===== config.mk =====
export PLATFORM = sky130hd
export DESIGN_NAME = irq_status_encoder
export DESIGN_NICKNAME = d
export VERILOG_FILES = /design/src/rtl/irqe_pkg.sv /design/src/rtl/irqe_prio_enc.sv /design/src/rtl/irqe_dma_bank.sv /design/src/rtl/irq_status_encoder.sv
export SDC_FILE = /design/constraint.sdc
export NUM_CORES = 1
export LEC_CHECK = 0
export BUFFER_PORTS_ARGS = -buffer_cell sky130_fd_sc_hd__clkbuf_2
export CAP_MARGIN = 20
export CORE_AREA = 3 3 128 130
export CTS_CLUSTER_DIAMETER = 80
export CTS_CLUSTER_SIZE = 12
export DETAILED_ROUTE_END_ITERATION = 8
export DIE_AREA = 0 0 131 133
export GPL_ROUTABILITY_DRIVEN = 1
export GPL_TIMING_DRIVEN = 0
export HOLD_SLACK_MARGIN = 0.05
export PLACE_DENSITY = 0.87
export SETUP_SLACK_MARGIN = 0.02
export SLEW_MARGIN = 20
export SYNTH_ARGS = -nofsm -noshare
export SYNTH_HDL_FRONTEND = slang
export SYNTH_SLANG_ARGS = --single-unit

===== constraint.sdc =====
create_clock -name clk -period 2.3 [get_ports clk]
set_input_delay 0.345 -clock clk [delete_from_list [all_inputs] [get_ports clk]]
set_output_delay 0.345 -clock clk [all_outputs]
set_load 0.005 [all_outputs]

===== src/rtl/irqe_pkg.sv =====
package irqe_pkg;
  localparam int REG_W     = 32;
  localparam int CRIT_FLAG = 10;
  localparam int CRIT_LSB  = 8;
  localparam int MAIN_FLAG = 21;
  localparam int MAIN_LSB  = 16;
  localparam int PER_FLAG  = 29;
  localparam int PER_LSB   = 24;

  localparam logic [REG_W-1:0] MAIN_MASK_INIT = 32'h0001_0fff;
  localparam logic [REG_W-1:0] PER_MASK_INIT  = 32'h7fff_fc00;

  typedef enum logic [1:0] {
    RA_MAIN_MASK = 2'd0,
    RA_PER_MASK  = 2'd1,
    RA_DMA_PEND  = 2'd2,
    RA_DMA_MASK  = 2'd3
  } reg_addr_e;

  // mask bit that disables main source n
  function automatic int main_mask_pos(int n);
    return (n < 16) ? (15 - n) : n;
  endfunction
endpackage


===== src/rtl/irqe_prio_enc.sv =====
module irqe_prio_enc #(
  parameter int W  = 4,
  parameter int IW = (W > 1) ? $clog2(W) : 1
) (
  input  logic [W-1:0]  req,
  output logic          hit,
  output logic [IW-1:0] idx
);
  always_comb begin
    hit = 1'b0;
    idx = '0;
    for (int i = W - 1; i >= 0; i--) begin
      if (req[i]) begin
        hit = 1'b1;
        idx = IW'(i);
      end
    end
  end
endmodule


===== src/rtl/irqe_dma_bank.sv =====
module irqe_dma_bank #(
  parameter int N = 32
) (
  input  logic         clk,
  input  logic         rst_n,
  input  logic [N-1:0] task_evt,
  input  logic         wr_pend,
  input  logic         wr_mask,
  input  logic [N-1:0] wdata,
  output logic [N-1:0] pend_o,
  output logic [N-1:0] mask_o,
  output logic         cascade_o
);
  logic [N-1:0] pend_q, mask_q, clr;

  assign clr = wr_pend ? wdata : '0;

  always_ff @(posedge clk or negedge rst_n) begin
    if (!rst_n) begin
      pend_q <= '0;
      mask_q <= '1;
    end else begin
      pend_q <= task_evt | (pend_q & ~clr);
      if (wr_mask) mask_q <= wdata;
    end
  end

  assign pend_o    = pend_q;
  assign mask_o    = mask_q;
  assign cascade_o = |(pend_q & ~mask_q);
endmodule


===== src/rtl/irq_status_encoder.sv =====
module irq_status_encoder
  import irqe_pkg::*;
#(
  parameter int CRIT_N = 4,
  parameter int MAIN_N = 17,
  parameter int PER_N  = 32,
  parameter int DMA_N  = 32
) (
  input  logic              clk,
  input  logic              rst_n,
  input  logic [CRIT_N-1:0] crit_req,
  input  logic [MAIN_N-1:0] main_req,
  input  logic [PER_N-1:1]  per_req,
  input  logic [DMA_N-1:0]  dma_evt,
  input  logic              reg_wr,
  input  logic [1:0]        reg_addr,
  input  logic [REG_W-1:0]  reg_wdata,
  output logic [REG_W-1:0]  reg_rdata,
  output logic [REG_W-1:0]  status_word,
  output logic              cpu_irq
);
  localparam int CIW = $clog2(CRIT_N);
  localparam int MIW = $clog2(MAIN_N);
  localparam int PIW = $clog2(PER_N);

  logic [CRIT_N-1:0] crit_q;
  logic [MAIN_N-1:0] main_q, main_live;
  logic [PER_N-1:1]  per_q;
  logic [PER_N-1:0]  per_live;
  logic [REG_W-1:0]  main_mask_q, per_mask_q;
  logic [DMA_N-1:0]  dma_pend, dma_mask;
  logic              dma_cascade;
  logic              crit_hit, main_hit, per_hit;
  logic [CIW-1:0]    crit_idx;
  logic [MIW-1:0]    main_idx;
  logic [PIW-1:0]    per_idx;
  reg_addr_e         addr;

  assign addr = reg_addr_e'(reg_addr);

  always_ff @(posedge clk or negedge rst_n) begin
    if (!rst_n) begin
      crit_q      <= '0;
      main_q      <= '0;
      per_q       <= '0;
      main_mask_q <= MAIN_MASK_INIT;
      per_mask_q  <= PER_MASK_INIT;
    end else begin
      crit_q <= crit_req;
      main_q <= main_req;
      per_q  <= per_req;
      if (reg_wr && addr == RA_MAIN_MASK) main_mask_q <= reg_wdata;
      if (reg_wr && addr == RA_PER_MASK)  per_mask_q  <= reg_wdata;
    end
  end

  irqe_dma_bank #(.N(DMA_N)) u_dma (
    .clk       (clk),
    .rst_n     (rst_n),
    .task_evt  (dma_evt),
    .wr_pend   (reg_wr && addr == RA_DMA_PEND),
    .wr_mask   (reg_wr && addr == RA_DMA_MASK),
    .wdata     (reg_wdata[DMA_N-1:0]),
    .pend_o    (dma_pend),
    .mask_o    (dma_mask),
    .cascade_o (dma_cascade)
  );

  for (genvar n = 0; n < MAIN_N; n++) begin : g_main
    localparam int MB = main_mask_pos(n);
    assign main_live[n] = main_q[n] & ~main_mask_q[MB];
  end

  for (genvar n = 0; n < PER_N; n++) begin : g_per
    if (n == 0) begin : g_cascade
      assign per_live[n] = dma_cascade & ~per_mask_q[REG_W-1];
    end else begin : g_plain
      assign per_live[n] = per_q[n] & ~per_mask_q[REG_W-1-n];
    end
  end

  irqe_prio_enc #(.W(CRIT_N)) u_crit (.req(crit_q),    .hit(crit_hit), .idx(crit_idx));
  irqe_prio_enc #(.W(MAIN_N)) u_main (.req(main_live), .hit(main_hit), .idx(main_idx));
  irqe_prio_enc #(.W(PER_N))  u_per  (.req(per_live),  .hit(per_hit),  .idx(per_idx));

  always_comb begin
    status_word = '0;
    status_word[CRIT_FLAG] = crit_hit;
    status_word[MAIN_FLAG] = main_hit;
    status_word[PER_FLAG]  = per_hit;
    if (crit_hit) status_word[CRIT_LSB +: CIW] = crit_idx;
    if (main_hit) status_word[MAIN_LSB +: MIW] = main_idx;
    if (per_hit)  status_word[PER_LSB  +: PIW] = per_idx;
  end

  assign cpu_irq = crit_hit | main_hit | per_hit;

  always_comb begin
    case (addr)
      RA_MAIN_MASK: reg_rdata = main_mask_q;
      RA_PER_MASK:  reg_rdata = per_mask_q;
      RA_DMA_PEND:  reg_rdata = REG_W'(dma_pend);
      default:      reg_rdata = REG_W'(dma_mask);
    endcase
  end
endmodule


# Yosys cells after proc, flatten, opt, wreduce, memory -nomap -nowiden
# Cells that the tools add are included.
# totals
regBits,180
inputBits,121
out_inout_bits,65
elab_cells,232
# classes
n_eq_ne,3
mux,111
bitwise,105
reduce_logical,6
# ops
op,n
$mux 5,51
$pmux 32 s3,1
$and 32x32->32,2
$not 32->32,2
$mux 1,53
$and 1x1->1,49
$not 1->1,49
$mux 32,1
$or 32x32->32,1
$reduce_or 32->1,1
$mux 2,5
$eq 2x2->1 const B,2
$logic_and 1x1->1,4
$eq 2x1->1 const B,1
$logic_not 2->1,1
$or 1x1->1,2

# Logic depth before layout (Yosys ltp)
# Gate-level depths: netlist of the first run.
# logic_depth
ltp_word,35
mapped_depth,7
depth_no_buf,6

# By module
# A second synthesis of the first run with hierarchy kept.
# unflattened
cells_unflattened,641
hier_area_um2,8486.9
# modules_own_cells
mod,instances,cells_per_inst,area_each_um2,seq_area_each_um2
irq_status_encoder,1,314,5078.6,2945.3
irqe_dma_bank,1,220,2812.7,1641.6
irqe_prio_enc (u_per),1,65,370.4,0.0
irqe_prio_enc (u_main),1,35,190.2,0.0
irqe_prio_enc (u_crit),1,7,35.0,0.0

# Worst setup path after synthesis of the first run
# OpenSTA, ideal clock, no wires.
# synth_timing
path_kind,reg2out
startpoint,register u_dma.mask_q[21] (netlist: u_dma.mask_o[21])
endpoint,output status_word[27]
t_arrival_ns,1.559
t_required_ns,1.955
path_slack_ns,0.396
stages_incl_launch_ff,6
n_path_buf,0
path_cell_list,dfstp_2 o22ai_1 nor4_1 a41o_2 nand2_2 a2111oi_2
# synth_via
elab_chain_len,6
# synth_lines
item,line_no,text
from (decl),irqe_dma_bank.sv:14,"logic [N-1:0] pend_q, mask_q, clr;"
from (signal assigned),irqe_dma_bank.sv:24,if (wr_mask) mask_q <= wdata;
$not 32->32 (*),irqe_dma_bank.sv:30,assign cascade_o = |(pend_q & ~mask_q);
$and 32x32->32 (*),irqe_dma_bank.sv:30,
$reduce_or 32->1 (*),irqe_dma_bank.sv:30,
$and 1x1->1 (*),irq_status_encoder.sv:76,assign per_live[n] = dma_cascade & ~per_mask_q[REG_W-1];
$mux 5 or $mux 1 (tied branches),irqe_prio_enc.sv:13,if (req[i]) begin
$mux 5 (*),irq_status_encoder.sv:93,if (per_hit) status_word[PER_LSB +: PIW] = per_idx;
to (decl),irq_status_encoder.sv:19,"output logic [REG_W-1:0] status_word,"
# Mark *: on every way between the ends. The rest lies on a longest branch, timed or not.

# Final worst setup path of the first run
# layout_timing
startpoint,register per_mask_q[1]
endpoint,output status_word[25]
# layout_via
elab_chain_len,34
# layout_lines
item,line_no,text
from (decl),irq_status_encoder.sv:30,"logic [REG_W-1:0] main_mask_q, per_mask_q;"
from (signal assigned),irq_status_encoder.sv:53,if (reg_wr && addr == RA_PER_MASK) per_mask_q <= reg_wdata;
$not 1->1 (*),irq_status_encoder.sv:78,assign per_live[n] = per_q[n] & ~per_mask_q[REG_W-1-n];
$and 1x1->1 (*),irq_status_encoder.sv:78,
$mux 5 or $mux 1 (tied branches) (31 in a row),irqe_prio_enc.sv:13,
$mux 5 (*),irq_status_encoder.sv:93,
# Marks and branches as above.

==> metrics, run 1 <==
status=complete, but fails checks; failing checks=setup timing; placed cell area=9430 um^2; Final Cycle Share=115%; pwr/cell area=810 nW/um^2; Die W=131 um; post-route ant nets=0; layout cell share with drive strength beyond 1=53.5%; critical path type=register to primary output; Initial Utilization=54.0%; HPWL Detailed=16,400 um; top post-synthesis cells by area=dfrtp_1 35%, dfstp_2 21%, mux2_2 13%; leakage=5.01 nW; Tmin final=2.63 ns; Area growth, synth to finish=33.2%; DRC=0; non-filler instance count after layout=1,126; Worst Path Arrival=2.29 ns; first-pass GRT wire length=37,200 um; DR iter-0 viols=448; initial antenna violation count=1; pre-CTS WS=-0.186 ns; final clock skew=0 ns; total of max-cap violations=0; Peak VDD IR=0.000642 V; final-report setup violation count=9; clock buffer depth=2; total of warnings raised by yosys=0; CTS root buffer=clkbuf_16; CTS tree=done; Cell Area, Synth=8240 um^2; clock sink total=180; total track usage=28.6%; # H-tree levels=4; largest net degree at the start of global routing=92; flops & latches, synth=180; FMAX=380 MHz; Final Hold Viols=0; Clock Latency Late Sink=0.43 ns; Final Cell Area=11,000 um^2; Max Slew Vio Count=0; GPL Wtd Cong=0.900; total power=0.00889 W; via/cell ratio=5.75; Final #Nets=1,021; unrepaired setup endpoints after global routing=true; Synth Instances=633; via count=6,473; Syn Area/Cell=13.0 um^2; Die Y=133 um; clk slew on worst S/H paths=0.07 ns; CP Data Required Time=1.96 ns; port bufs=166; Setup WS post-layout=-0.334 ns; Routed wire per std cell=21.7 um; I/O pin count=186; Core Region=15,300 um^2; Synth cell types=49; TritonRoute pass-1 iters=6; post-synth top area share=34.6%; Main synth FF type=dfrtp_1; crit path max fanout=3; clock buffer count from CTS=17; Die ar.=17,400 um^2; filler cell count in the final layout=996; Setup crit end kind=primary output; async set-reset flop share out of synthesis=100%; Startpoint Class=register; Routed WL=24,400 um; HP Class=input pin to register; vias in the first global route=6,642; register area share after synthesis=55.7%; placed insts=1,027; Tightest Pin Transition=0.931 ns; GR Overflow Total=0; # rows=45; Slew headroom=37.9%; leading area contributor after synthesis=dfrtp_1; number of synthesized flops with an enable pin=0
state kept, by name, indices dropped and copies added, names as in the netlist:
register	flops
per_q	31
main_q	17
main_mask_q	32
per_mask_q	32
u_dma.mask_o	32
crit_q	4
u_dma.pend_o	32
layout by cell type, fill, tap and decap left out, types with 3 or more instances in the layout:
cell	count
nor2_1	10
a31oi_1	3
clkbuf_2	159
o211ai_1	4
nand2_2	3
clkinvlp_4	3
nand4_1	9
nand2b_1	31
nor4_4	5
buf_2	21
a21o_1	31
mux4_2	30
nand2b_2	3
o22ai_2	5
o21ai_0	4
clkbuf_16	17
nand2_1	50
o21ai_1	3
o22ai_1	10
nand3b_1	3
inv_1	40
clkinv_4	3
bufinv_16	3
clkbuf_1	7
dlygate4sd3_1	53
dfrtp_1	114
mux2_2	95
nor2b_1	3
buf_4	32
dfstp_2	66
conb_1	17
nor3_2	3
nand3_1	8
a21oi_1	6
nand2b_4	12
per-layer routing:
layer / global-route usage (%) / vias up / share of wire (%)
met3: 6.54 / 71 / 7.3
li1: - / 2776 / -
met4: 11.2 / 0 / 3.2
met1: 36.7 / 3302 / 39
met5: 0 / - / 0
met2: 46.8 / 324 / 50
cells by family after synthesis:
family	share of synthesized area, %
flops	55.7
mux	21.8
compound gates	7.37
other cells	0.0455
buf+inv	4.83
simple gates	10.3
where the power goes:
group	total (W)	switching, W	internal, W
clock network	0.00299	0.00125	0.00175
registers	0.00406	0.000339	0.00372
logic	0.00184	0.000856	0.000980
cell usage after synthesis (2+ instances only):
library cell    n
mux4_2         30
a311oi_1        2
dfstp_2        66
a21o_1         31
and3_1          2
nand3_1        10
o22ai_1        16
a31oi_1         3
nor3_1          5
nor2b_1         3
dfrtp_1       114
buf_2          15
inv_1          41
nand2b_1       46
a21boi_0        2
nand3b_1        3
nor2_1         11
nor4_2          2
mux4_1          2
o2111ai_1       2
nand4_1         9
o211ai_1        4
buf_4          20
clkbuf_1        4
o21ai_0         9
mux2_2         95
nor4_1          5
nand2_1        53
a21oi_1         8
critical path: stages, from the launching register on:
cell and delay (ns):
dfrtp_1 0.42, or2b_1 0.29, a222oi_1 0.31, o211ai_1 0.15
a31oi_1 0.16, o211ai_1 0.14, a211oi_2 0.22, buf_2 0.16
layout make-up:
cell class / count / area, um^2 / area share, %
Antenna cell: 2 / 5.00 / 0.0456
Buffer: 38 / 229 / 2.09
Clock buffer: 21 / 450 / 4.11
Clock inverter: 11 / 153 / 1.39
Inverter: 41 / 154 / 1.40
Multi-Input combinational cell: 388 / 3630 / 33.1
Sequential cell: 180 / 4590 / 41.8
Tap cell: 211 / 264 / 2.41
Timing Repair Buffer: 234 / 1500 / 13.7
what timing repair did:
| item | CTS | global route |
|---|---|---|
| endpoints found under the hold margin | 106 | 0 |
| setup endpoints to repair | 11 | 12 |
| gates resized for setup | 40 | 26 |
| setup buffers | 12 | 3 |
| pin swaps | 28 | 19 |
| hold buffers | 53 | 0 |
worst paths after layout:
path | startpoint | to | slack (ns) | cells past startpoint
hold reg to reg | main_mask_q[17]$_DFFE_PN0P_ | main_mask_q[17]$_DFFE_PN0P_ | 0.50 | 1
max in group asynchronous | rst_n | u_dma.mask_o[14]$_DFFE_PN1P_ | 0.89 | 3
min in group asynchronous | rst_n | per_mask_q[7]$_DFFE_PN0P_ | 0.52 | 2
hold / removal | dma_evt[1] | u_dma.pend_o[1]$_DFF_PN0_ | 0.09 | 2
setup / recovery | per_mask_q[1]$_DFFE_PN0P_ | status_word[25] | -0.33 | 7
setup reg to reg | per_mask_q[1]$_DFFE_PN0P_ | per_mask_q[1]$_DFFE_PN0P_ | 1.36 | 2
metrics by stage:
step	util, %	TNS [ns]	hold slack [ns]
2_1_floorplan	-	0	0.0494
4_1_cts	71.2	-2.03	0.0795
5_1_grt	71.9	-2.80	0.0954
6_report	71.9	-2.10	0.0850
3_5_place_dp	61.8	-0.305	0.455
3_3_place_gp	61.6	-329.05	0.454
(Power assumes the default switching activity.)
==> inputs of run 2 (changes only) <==
GPL_TIMING_DRIVEN = not set   (was 0)
==> run 2 against run 1 <==
Net effect:
- the run still ends with setup timing left
- setup slack lost 0.23 ns
- fmax shrank 8.1%
- wire length shrank 0.48%
- count of clock-buffer cells in the layout shrank 2
- non-clock buffer count shrank 7
- clock skew is the same
- utilization shrank 0.20 points
- sequential share of layout area grew 0.12 points
- via count shrank 1.2%
- critical endpoint unchanged
==> metrics, run 2 (synthesis results as in run 1) <==
status=complete, but fails checks; FMAX=349 MHz (-8.1%); total of max-cap violations=0 (unchanged); Combinational Power Share=21.3% (+0.7 points); TritonRoute pass-1 iters=6 (unchanged); internal power=0.00631 W (-2.1%); port bufs=168 (+1.2%); Peak VDD IR=0.000660 V (+2.9%); Max Slew Vio Count=0 (unchanged); Setup crit end kind=primary output; Clock Latency Late Sink=0.44 ns (about the same); clock sink total=180 (unchanged); Routed WL=24,300 um (-0.48%); # rows=45 (unchanged); clock power share=32.5% (-1.2 points); commonest non-fill, non-tap cell in the layout=clkbuf_2; worst reg-to-reg setup slack=1.37 ns (about the same); clk slew on worst S/H paths=0.07 ns (about the same); final-report setup violation count=11 (+2); CTS tree=done; HPWL Detailed=16,100 um (-1.8%); filler cell count in the final layout=962 (-3.4%); Final #Nets=1,014 (-0.69%); clock buffer count from CTS=17 (unchanged); most frequent cells in the layout=159 x clkbuf_2, 114 x dfrtp_1, 95 x mux2_2, 66 x dfstp_2, 53 x dlygate4sd3_1; vias in the first global route=6,904 (+3.9%); Switching Power=0.00245 W (+0.34%); Setup WS post-layout=-0.565 ns (-0.231 ns); Setup TNS Final=-2.66 ns (-0.559 ns); unrepaired setup endpoints after global routing=true; HP Class=input pin to register; Startpoint Class=register; crit path max fanout=3 (unchanged); GR Overflow Total=0 (unchanged); DRC=0 (unchanged); Final Hold Viols=0 (unchanged); pwr/cell area=801 nW/um^2 (-1.2%); DR iter-0 viols=438 (-2.2%); clock buffer depth=2 (unchanged); Die W=131 um (unchanged); # H-tree levels=4 (unchanged); Tmin final=2.86 ns (+0.231 ns); Die Y=133 um (unchanged); first-pass GRT wire length=37,000 um (-0.50%); Worst Path Arrival=2.52 ns (+0.23 ns); Die ar.=17,400 um^2 (unchanged); I/O pin count=186 (unchanged); final core occ=71.7% (-0.20 points); critical path type=register to primary output; leakage=4.94 nW (-1.3%); final clock skew=0 ns (unchanged); Seq. cell area=4590 um^2 (unchanged); via count=6,394 (-1.2%); Final Cycle Share=125% (+10 points); met1 Resource Use GR=35.2% (-1.5 points); layout cell share with drive strength beyond 1=53.0% (-0.41 points); pre-CTS WS=-0.0807 ns (+0.106 ns); switch share=28.0% (+0.49 points); total track usage=28.3% (-0.23 points); GR Layer Usage met2=45.5% (-1.3 points); post-route ant nets=0 (unchanged); met3 usage=7.91% (+1.4 points); Area growth, synth to finish=32.8%; Core Region=15,300 um^2 (unchanged); failing checks=setup timing; CTS root buffer=clkbuf_16; Initial Utilization=54.0% (unchanged); initial antenna violation count=1 (unchanged); sequential share of power=46.2% (+0.5 points); area of the multi-input gates=3610 um^2 (-0.52%); CP Data Required Time=1.96 ns (about the same); global route hottest layer=met2; largest net degree at the start of global routing=60 (-35%); total power=0.00876 W (-1.4%); Routed wire per std cell=21.8 um (+0.33%); GPL Wtd Cong=0.933 (+3.6%); via/cell ratio=5.72 (-0.42%)
## run 2: through the flow
stage                     hold WS, ns  std cells  cell area [um^2]
after floorplan                0.0494        649              8300
after global placement          0.298       1021              9460
after detailed placement        0.301       1021              9460
after CTS                      0.0701       1114             10900
after global routing           0.0819       1116             10900
final                          0.0767       1117             10900
## run 2: power by group through the flow
stage	Combinational (W)	Sequential, W	Clock [W]
floorplan	0.000967	0.00393	0
global placement	0.00151	0.00403	0
detailed placement	0.00155	0.00405	0
CTS	0.00179	0.00402	0.00287
global route	0.00199	0.00409	0.00300
finish	0.00187	0.00405	0.00285
## run 2: repair_timing
item                       4_1_cts  5_1_grt
hold buffers                    53        0
gates cloned                     0        0
resized for setup               47       20
setup buffers                    9        2
hold endpoints to repair        84        0
pin swaps                       23       14
setup endpoints to repair       11       11
## run 2: layout make-up
cell class	instances	share of cell area, %
antenna	1	0.0229
clock buffer	19	3.96
clock inverter	12	1.22
inverter	41	1.41
multi-input combinational	388	33.0
sequential	180	41.9
tap	211	2.41
timing repair buffer	265	16.1
## run 2: critical path: stages, from the launching register on
cell      delay [ns]
dfrtp_1         0.41
or2b_1          0.27
a222oi_1        0.32
o211ai_1        0.14
a31oi_1         0.31
o211ai_1        0.18
a211oi_2        0.27
buf_2           0.17
## run 2: layer usage
metal  vias up  wire length, um
met4         0             1050
met3        70             1750
li1       2759                -
met2       316            12200
met5         -                0
met1      3249             9330
## run 2: path summary, 6_finish.rpt
path,startpoint,end,cells past startpoint
max,per_mask_q[1]$_DFFE_PN0P_,status_word[25],7
min,dma_evt[1],u_dma.pend_o[1]$_DFF_PN0_,2
max reg2reg,main_mask_q[16]$_DFFE_PN1P_,main_mask_q[16]$_DFFE_PN1P_,2
min reg2reg,u_dma.pend_o[27]$_DFF_PN0_,u_dma.pend_o[27]$_DFF_PN0_,1
max in group asynchronous,rst_n,per_mask_q[30]$_DFFE_PN1P_,3
min in group asynchronous,rst_n,per_q[31]$_DFF_PN0_,2
==> inputs of run 3 (changes only) <==
CORE_AREA = 3 3 158 160   (was 3 3 128 130)
DIE_AREA = 0 0 161 163   (was 0 0 131 133)
HOLD_SLACK_MARGIN = 0.12   (was 0.05)
PLACE_DENSITY = 0.63   (was 0.87)
==> run 3 against run 2 <==
Net effect:
- the flow still finishes with violations (setup timing)
- clock power increased by 7.4%
- count of clock-buffer cells in the layout increased by 2
- global-route usage decreased by 9.5 points
- total power increased by 2.2%
- setup slack improved by 0.22 ns
- die area increased by 51%
- final area increased by 5.2%
- utilization decreased by 23 points
- register-to-register slack improved by 0.03 ns
- via count decreased by 4.5%
- critical path type unchanged
- critical endpoint is now status_word[26]
- highest routed layer unchanged
==> metrics, run 3 (synthesis results as in run 1) <==
most frequent cells in the layout=161 x clkbuf_2, 114 x dfrtp_1, 95 x mux2_2, 82 x dlygate4sd3_1, 66 x dfstp_2; Tightest Pin Transition=0.565 ns; placed insts=1,130 (+11%); total track usage=18.8% (-9.5 points); DRC=0 (unchanged); Max Slew Vio Count=0 (unchanged); failing checks=setup timing; Worst Hold End=u_dma.pend_o[16]$_DFF_PN0_; Routed wire per std cell=19.2 um (-12%); post-route ant nets=0 (unchanged); clk slew on worst S/H paths=0.07 ns (about the same); HPWL Detailed=17,600 um (+8.9%); clock sink total=180 (unchanged); clock buffer count from CTS=17 (unchanged); GR Overflow Total=0 (unchanged); Startpoint Class=register; non-filler instance count after layout=1,257 (+13%); final-report setup violation count=10 (-1); status=complete, but fails checks; R2R Path End=main_mask_q[15]$_DFFE_PN0P_; DR iter-0 viols=324 (-26%); layout cell share with drive strength beyond 1=52.2% (-0.80 points); Die Y=163 um (+23%); largest net degree at the start of global routing=58 (-3.3%); I/O pin count=186 (unchanged); critical path's slowest cell=dfstp_2; pre-CTS WS=-0.0913 ns (-0.0106 ns); # rows=56 (+24%); Setup crit end kind=primary output; Die W=161 um (+23%); initial antenna violation count=1 (unchanged); Worst Path Arrival=2.30 ns (-0.22 ns); Area growth, synth to finish=39.7%; via/cell ratio=4.86 (-15%); first-pass GRT wire length=37,100 um (+0.21%); commonest non-fill, non-tap cell in the layout=clkbuf_2; port bufs=168 (unchanged); pwr/cell area=778 nW/um^2 (-2.8%); Final #Nets=1,046 (+3.2%); Initial Utilization=35.0% (-19 points); HP Class=input pin to register; Final Cell Area=11,500 um^2 (+5.2%); Clock Latency Late Sink=0.43 ns (about the same); GPL Wtd Cong=0.805 (-14%); Setup WS post-layout=-0.340 ns (+0.225 ns); worst reg-to-reg setup slack=1.40 ns (+0.03 ns); placed cell area=9650 um^2 (+2.0%); Worst Setup SP=per_mask_q[13]$_DFFE_PN1P_; Core Region=23,500 um^2 (+54%); final core occ=48.9% (-23 points); crit path max fanout=4 (+1); clock buffer depth=2 (unchanged); via count=6,104 (-4.5%); Peak VDD IR=0.000501 V (-24%); hold path startpoint=dma_evt[16]; TritonRoute pass-1 iters=4 (-2); unrepaired setup endpoints after global routing=true; CP Data Required Time=1.96 ns (about the same); Final Cycle Share=115% (-9.8 points); crit-path max cell delay=0.56 ns (+0.15 ns); Final Hold Viols=0 (unchanged); total of max-cap violations=0 (unchanged); CP Cell Sequence=nand2b_4, nand4_1, buf_4, o21ai_0, a21oi_1, nor3_4, clkbuf_2; total power=0.00895 W (+2.2%); CTS tree=done; FF-to-FF path depth=2 (unchanged); FMAX=379 MHz (+8.5%); critical path type=register to primary output; Routed WL=24,100 um (-0.77%); Worst R2R Start=main_mask_q[15]$_DFFE_PN0P_; Tmin final=2.64 ns (-0.225 ns); vias in the first global route=6,373 (-7.7%); Slew headroom=62.4%; ANT cells=0 (-1); Die ar.=26,200 um^2 (+51%); leakage=5.17 nW (+4.5%); hold depth=2 (unchanged); final clock skew=0 ns (unchanged); # H-tree levels=4 (unchanged); CTS root buffer=clkbuf_16
run 3: changes by cell type in the layout (fill, tap and decap cells not counted), sizes merged:
| cell | before | now |
|---|---|---|
| buf | 53 | 54 |
| bufinv | 2 | 3 |
| clkbuf | 178 | 182 |
| clkinv | 1 | 5 |
| clkinvlp | 8 | 2 |
| diode | 1 | 0 |
| dlygate4sd3 | 53 | 82 |
run 3: routing by layer:
layer | wire length, um | track usage [%] | vias to the layer above
met5 | 0 | 0 | -
li1 | - | - | 2809
met2 | 11800 | 30.6 | 168
met3 | 1240 | 4.40 | 24
met1 | 10700 | 25.1 | 3103
met4 | 434 | 5.75 | 0
run 3: critical path: cells and delay by family (launching register included):
kind / cells / cell delay, ns
buffers and inverters: 2 / 0.32
DFF: 1 / 0.56
and+or+nand+nor: 3 / 0.52
AOI/OAI and AO/OA: 2 / 0.46
run 3: power breakdown:
part,switching (W),internal (W),total [W]
sequential,0.000310,0.00372,0.00403
combinational,0.000835,0.00103,0.00187
clock,0.00125,0.00180,0.00306
run 3: metrics by stage:
stage	setup TNS, ns	hold slack [ns]
after floorplan	0	0.0494
after global placement	-0.132	0.358
after detailed placement	-0.152	0.359
after CTS	-2.68	0.120
after global routing	-3.85	0.123
final	-2.45	0.143
run 3: timing repair:
item                                   CTS  global route
setup endpoints to repair               11            12
hold buffers                            82             0
buffers inserted                        12             6
gates resized for setup                 42            26
pin swaps                               21            22
endpoints found under the hold margin  114             0
gates cloned                             0             0
run 3: cell type report:
class	count	area [um^2]
Sequential cell	180	4590
Inverter	41	154
Clock buffer	21	470
Timing Repair Buffer	297	2110
Clock inverter	11	150
Multi-Input combinational cell	388	3640
Tap cell	319	399
Fill cell	2107	12000
run 3: how the worst max path moves through the flow:
stage                                 end  slack (ns)  cells past startpoint
after floorplan           status_word[27]        0.40                      5
after global routing      status_word[26]       -0.46                      7
final                     status_word[26]       -0.34                      7
after CTS                 status_word[28]       -0.36                      8
after global placement    status_word[27]       -0.09                      7
after detailed placement  status_word[27]       -0.09                      7
